==> src/rtl/lhp_pkg.sv <==
package lhp_pkg;

  typedef enum logic {
    LHP_NOT_TAKEN = 1'b0,
    LHP_TAKEN     = 1'b1
  } lhp_dir_e;

  localparam int LHP_DEF_PC_W   = 32;
  localparam int LHP_DEF_PC_LSB = 2;
  localparam int LHP_DEF_IDX_W  = 8;
  localparam int LHP_DEF_HIST_W = 8;
  localparam int LHP_DEF_CTR_W  = 2;

endpackage

==> src/rtl/lhp_hist_table.sv <==
module lhp_hist_table #(
  parameter int IDX_W  = 8,
  parameter int HIST_W = 8
) (
  input  logic              clk,
  input  logic              rst,
  input  logic [IDX_W-1:0]  rd_a_idx,
  output logic [HIST_W-1:0] rd_a_hist,
  input  logic [IDX_W-1:0]  rd_b_idx,
  output logic [HIST_W-1:0] rd_b_hist,
  input  logic              wr_en,
  input  logic [IDX_W-1:0]  wr_idx,
  input  logic [HIST_W-1:0] wr_hist
);

  localparam int DEPTH = 1 << IDX_W;

  logic [HIST_W-1:0] hist_mem [DEPTH];

  always_ff @(posedge clk) begin
    if (rst) begin
      for (int i = 0; i < DEPTH; i++) hist_mem[i] <= '0;
    end else if (wr_en) begin
      hist_mem[wr_idx] <= wr_hist;
    end
  end

  assign rd_a_hist = hist_mem[rd_a_idx];
  assign rd_b_hist = hist_mem[rd_b_idx];

endmodule

==> src/rtl/lhp_ctr_table.sv <==
module lhp_ctr_table #(
  parameter int HIST_W = 8,
  parameter int CTR_W  = 2
) (
  input  logic              clk,
  input  logic              rst,
  input  logic [HIST_W-1:0] rd_a_pat,
  output logic [CTR_W-1:0]  rd_a_ctr,
  input  logic [HIST_W-1:0] rd_b_pat,
  output logic [CTR_W-1:0]  rd_b_ctr,
  input  logic              wr_en,
  input  logic [HIST_W-1:0] wr_pat,
  input  logic [CTR_W-1:0]  wr_ctr
);

  localparam int DEPTH = 1 << HIST_W;
  localparam logic [CTR_W-1:0] WEAK_NT = {1'b0, {(CTR_W-1){1'b1}}};

  logic [CTR_W-1:0] ctr_mem [DEPTH];

  always_ff @(posedge clk) begin
    if (rst) begin
      for (int i = 0; i < DEPTH; i++) ctr_mem[i] <= WEAK_NT;
    end else if (wr_en) begin
      ctr_mem[wr_pat] <= wr_ctr;
    end
  end

  assign rd_a_ctr = ctr_mem[rd_a_pat];
  assign rd_b_ctr = ctr_mem[rd_b_pat];

endmodule

==> src/rtl/lhp_ctr_step.sv <==
module lhp_ctr_step
  import lhp_pkg::*;
#(
  parameter int CTR_W = 2
) (
  input  logic [CTR_W-1:0] cur,
  input  lhp_dir_e         dir,
  output logic [CTR_W-1:0] nxt
);

  localparam logic [CTR_W-1:0] TOP = {CTR_W{1'b1}};
  localparam logic [CTR_W-1:0] ONE = {{(CTR_W-1){1'b0}}, 1'b1};

  always_comb begin
    nxt = cur;
    if (dir == LHP_TAKEN) begin
      if (cur != TOP) nxt = cur + ONE;
    end else begin
      if (cur != '0) nxt = cur - ONE;
    end
  end

endmodule

==> src/rtl/local_hist_predictor.sv <==
module local_hist_predictor
  import lhp_pkg::*;
#(
  parameter int PC_W   = LHP_DEF_PC_W,
  parameter int PC_LSB = LHP_DEF_PC_LSB,
  parameter int IDX_W  = LHP_DEF_IDX_W,
  parameter int HIST_W = LHP_DEF_HIST_W,
  parameter int CTR_W  = LHP_DEF_CTR_W
) (
  input  logic            clk,
  input  logic            rst,
  input  logic            pred_req,
  input  logic [PC_W-1:0] pred_pc,
  output logic            pred_vld,
  output logic            pred_taken,
  input  logic            upd_en,
  input  logic [PC_W-1:0] upd_pc,
  input  logic            upd_taken
);

  localparam int IDX_HI = PC_LSB + IDX_W;

  logic [IDX_W-1:0]  pred_idx;
  logic [IDX_W-1:0]  upd_idx;
  logic [HIST_W-1:0] pred_hist;
  logic [HIST_W-1:0] upd_hist_cur;
  logic [HIST_W-1:0] upd_hist_nxt;
  logic [CTR_W-1:0]  pred_ctr;
  logic [CTR_W-1:0]  upd_ctr_cur;
  logic [CTR_W-1:0]  upd_ctr_nxt;
  lhp_dir_e          upd_dir;

  assign pred_idx = pred_pc[PC_LSB +: IDX_W];
  assign upd_idx  = upd_pc[PC_LSB +: IDX_W];
  assign upd_dir  = upd_taken ? LHP_TAKEN : LHP_NOT_TAKEN;

  // Address bits outside the index field do not take part.
  generate
    if (PC_LSB > 0 && IDX_HI < PC_W) begin : g_both_sides
      logic unused_pc_bits;
      assign unused_pc_bits = ^{pred_pc[PC_W-1:IDX_HI], pred_pc[PC_LSB-1:0],
                                upd_pc[PC_W-1:IDX_HI], upd_pc[PC_LSB-1:0]};
    end else if (IDX_HI < PC_W) begin : g_high_only
      logic unused_pc_bits;
      assign unused_pc_bits = ^{pred_pc[PC_W-1:IDX_HI], upd_pc[PC_W-1:IDX_HI]};
    end else if (PC_LSB > 0) begin : g_low_only
      logic unused_pc_bits;
      assign unused_pc_bits = ^{pred_pc[PC_LSB-1:0], upd_pc[PC_LSB-1:0]};
    end
  endgenerate

  lhp_hist_table #(
    .IDX_W  (IDX_W),
    .HIST_W (HIST_W)
  ) u_hist (
    .clk       (clk),
    .rst       (rst),
    .rd_a_idx  (pred_idx),
    .rd_a_hist (pred_hist),
    .rd_b_idx  (upd_idx),
    .rd_b_hist (upd_hist_cur),
    .wr_en     (upd_en),
    .wr_idx    (upd_idx),
    .wr_hist   (upd_hist_nxt)
  );

  // Newest outcome enters at bit 0.
  assign upd_hist_nxt = {upd_hist_cur[HIST_W-2:0], upd_taken};

  lhp_ctr_table #(
    .HIST_W (HIST_W),
    .CTR_W  (CTR_W)
  ) u_ctr (
    .clk      (clk),
    .rst      (rst),
    .rd_a_pat (pred_hist),
    .rd_a_ctr (pred_ctr),
    .rd_b_pat (upd_hist_cur),
    .rd_b_ctr (upd_ctr_cur),
    .wr_en    (upd_en),
    .wr_pat   (upd_hist_cur),
    .wr_ctr   (upd_ctr_nxt)
  );

  lhp_ctr_step #(
    .CTR_W (CTR_W)
  ) u_step (
    .cur (upd_ctr_cur),
    .dir (upd_dir),
    .nxt (upd_ctr_nxt)
  );

  always_ff @(posedge clk) begin
    if (rst) begin
      pred_vld   <= 1'b0;
      pred_taken <= 1'b0;
    end else begin
      pred_vld   <= pred_req;
      pred_taken <= pred_req & pred_ctr[CTR_W-1];
    end
  end

endmodule

==> config.mk <==
export PLATFORM = sky130hd
export DESIGN_NAME = local_hist_predictor
export DESIGN_NICKNAME = d
export VERILOG_FILES = /design/src/rtl/lhp_pkg.sv /design/src/rtl/lhp_hist_table.sv /design/src/rtl/lhp_ctr_table.sv /design/src/rtl/lhp_ctr_step.sv /design/src/rtl/local_hist_predictor.sv
export SDC_FILE = /design/constraint.sdc
export NUM_CORES = 2
export LEC_CHECK = 0
export BUFFER_PORTS_ARGS = -buffer_cell sky130_fd_sc_hd__buf_4
export CAP_MARGIN = 5
export CORE_ASPECT_RATIO = 1.25
export CORE_UTILIZATION = 35
export DETAILED_ROUTE_END_ITERATION = 8
export PLACE_DENSITY = 0.6
export SLEW_MARGIN = 20
export SYNTH_ARGS = -nofsm -noshare
export SYNTH_HDL_FRONTEND = slang
export SYNTH_HIERARCHICAL = 1
export SYNTH_SLANG_ARGS = --single-unit
==> constraint.sdc <==
create_clock -name clk -period 15.4 [get_ports clk]
set_clock_uncertainty 0.1 [all_clocks]
set_input_delay 2.31 -clock clk [delete_from_list [all_inputs] [get_ports clk]]
set_output_delay 2.31 -clock clk [all_outputs]
set_load 0.005 [all_outputs]
==> flow_summary_export.csv <==
group,metric,value,unit
status,status,"completed",
global_route,antenna_found_initial,22,
routing,vias_per_cell,6.06,
clocking,cts_tree,"done",
sta,setup_viol,0,
clocking,cts_buffers,284,
routing,drtAntennaViolNets,0,
global_route,grt-ovfl-total,0,
critical_path,critical_path_buf_inv_count,6,
finish,fin_nets,9686,
yosys,syn_nets,10065,
clocking,clock_sinks,2562,
floorplanning,io_pins,71,
critical_path,cp.depth,20,
yosys,avgSynthCellArea,13.8,µm²
routing,drc,0,
clocking,cts_resized,0,
global_route,grt_pass1_wl,667,mm
critical_path,reg2regPathDepth,18,
power,fin_total_pwr,17.6,mW
global_route,grtUsageTotal,0.232,
critical_path,path_common_cell,"buf_4",
finish,drive_above_1_share,0.212,
sta,fin_tns_setup,0,ps
power,p_leak,52.3,nW
critical_path,required,15930,ps
finish,fin_area,153000,µm²
routing,first_pass_iters,8,
power,ir_worst_vdd,0.0000968,V
clocking,cts_max_level,5,
critical_path,cp-end-kind,"flop",
sta,min_period,10980,ps
finish,syn2layout_area_growth,10.3,%
yosys,synth_warnings,6,
floorplanning,core_area,393000,µm²
floorplanning,start_util,0.353,
placed_design,post-place-ws,3530,ps
critical_path,arrival,11510,ps
floorplanning,die_x,564,µm
power,power.density,115,nW/µm²
clocking,holdBufCountCts,0,
placed_design,io_buffers,22,
yosys,synth_cells,9996,
critical_path,worst_path_largest_cell_delay,850,ps
yosys,synth.cell_area,138000,µm²
sta,clock.fmax,0.0911,GHz
critical_path,cp_slowest_cell,"buf_4",
critical_path,regToRegStartpoint,"u_hist/hist_mem[26][0]",
routing,num_vias,91116,
sta,min_period_over_period,0.713,
critical_path,rrSetupSlack,7000,ps
routing,drt-initial-drc-count,11209,
critical_path,cpLargestDelayFamily,"simple AND/OR/NAND/NOR gates",
floorplanning,fp-row-count,257,
routing,wirelength,472,mm
floorplanning,die_area,398000,µm²
run,cap_violations,0,
clocking,cts_setup_buffers,0,
routing,routedWlPerCell,31.4,µm
clocking,path_clk_slew,60,ps
critical_path,startpoint_type,"primary input",
critical_path,crit_end,"u_ctr/ctr_mem[191][0]",
clocking,clock-root-buffer,"clkbuf_16",
clocking,insertion_delay,950,ps
global_route,grt_max_degree,146,
critical_path,cp-startpoint,"upd_pc[3]",
sta,worst_pin_slew,1400,ps
sta,rsz0062_at_grt,"false",
clocking,clockBufferDepth,4,
global_route,first_global_vias,92308,
sta,worst_slack,4420,ps
sta,hold_violations,0,
placed_design,gp_congestion,0.958,
placed_design,dp_hpwl,307,mm
critical_path,crit_chain,"buf_8 > buf_4 > buf_4 > mux4_2 > o211ai_1 > nand3_1 > nor3_1 > nor4_2 > buf_12 > nand3b_1 > buf_4 > o22ai_1 > a2111oi_0 > nor3b_1 > nor4b_1 > nor4_1 > maj3_2 > buf_4 > nor2_2 > nand2_1",
sta,finalMaxSlewViolations,0,
critical_path,crit_fanout,100,
floorplanning,die_h,705,µm
critical_path,path_class,"in -> reg",
critical_path,reg2reg_to,"u_ctr/ctr_mem[191][0]",
placed_design,placed_cell_area,143000,µm²
sta,slew_headroom,0.0642,
hold_path,hp-class,"reg -> reg",
metal layers:
layer | up-vias | part of all wire | GRT usage
met5 | - | 0.000091 | 0
met4 | 6 | 0.073 | 0.147
met3 | 1348 | 0.090 | 0.0417
met2 | 5297 | 0.48 | 0.386
met1 | 46950 | 0.35 | 0.277
li1 | 37515 | - | -
flip-flops by register name, indices dropped and copies added (netlist names):
register and flops:
u_hist/hist_mem 2048, u_ctr/ctr_mem 512, pred_taken 1, pred_vld 1
worst min-delay path: stages (launching register included):
cell,delay [ps]
edfxtp_1,380
mux2i_1,150
o22ai_1,100
nor2_1,100
a311oi_1,90
o32ai_1,120
a311oi_1,140
and3b_1,200
layout by cell type (no fill, tap or decap), drive strengths merged, types with 34 or more instances in the layout:
cell type  count
nor2b         41
nor2         615
and2        2005
bufinv        37
nand2        361
a22o          44
clkinv       113
clkbuf       346
o221ai        71
edfxtp      2560
o22ai        177
or2          258
nor3          90
o21bai        62
mux4         973
a21o         199
and3         111
nand3         64
or3           50
o21ai         60
mux2          93
a22oi        250
a21oi        169
mux2i        447
nand2b        34
a221oi        52
buf          275
nor4          60
report_power, final:
group / internal, mW / switching [mW]
Combinational: 0.800 / 1.75
Clock: 4.09 / 2.91
Sequential: 7.88 / 0.115
Total: 12.8 / 4.78
worst min path at each step:
stage | slack [ps] | to | depth (start not counted) | start
floorplan | 970 | pred_taken | 7 | u_ctr/ctr_mem[164][1]
global placement | 1210 | pred_taken | 7 | u_ctr/ctr_mem[46][1]
detailed placement | 1210 | pred_taken | 7 | u_ctr/ctr_mem[44][1]
CTS | 1230 | pred_taken | 7 | u_ctr/ctr_mem[44][1]
global route | 1310 | pred_taken | 7 | u_ctr/ctr_mem[45][1]
finish | 1230 | pred_taken | 7 | u_ctr/ctr_mem[47][1]
area by class of cell:
type / instances / area [µm²]
fill: 36199 / 240000
antenna: 14 / 35.0
sequential: 2562 / 76900
timing repair buffer: 276 / 2400
clock buffer: 345 / 7480
inverter: 19 / 71.3
tap: 5180 / 6480
clock inverter: 157 / 1850
multi-input combinational: 6474 / 57400
metrics by stage:
step | cells | util | hold WS [ps]
finish | 15027 | 0.389 | 1230
global route | 15015 | 0.389 | 1310
CTS | 15012 | 0.389 | 1230
detailed placement | 14510 | 0.365 | 1210
global placement | 14509 | 0.365 | 1210
floorplan | 9996 | - | 969
No activity file was read; power rests on OpenSTA's default activity.
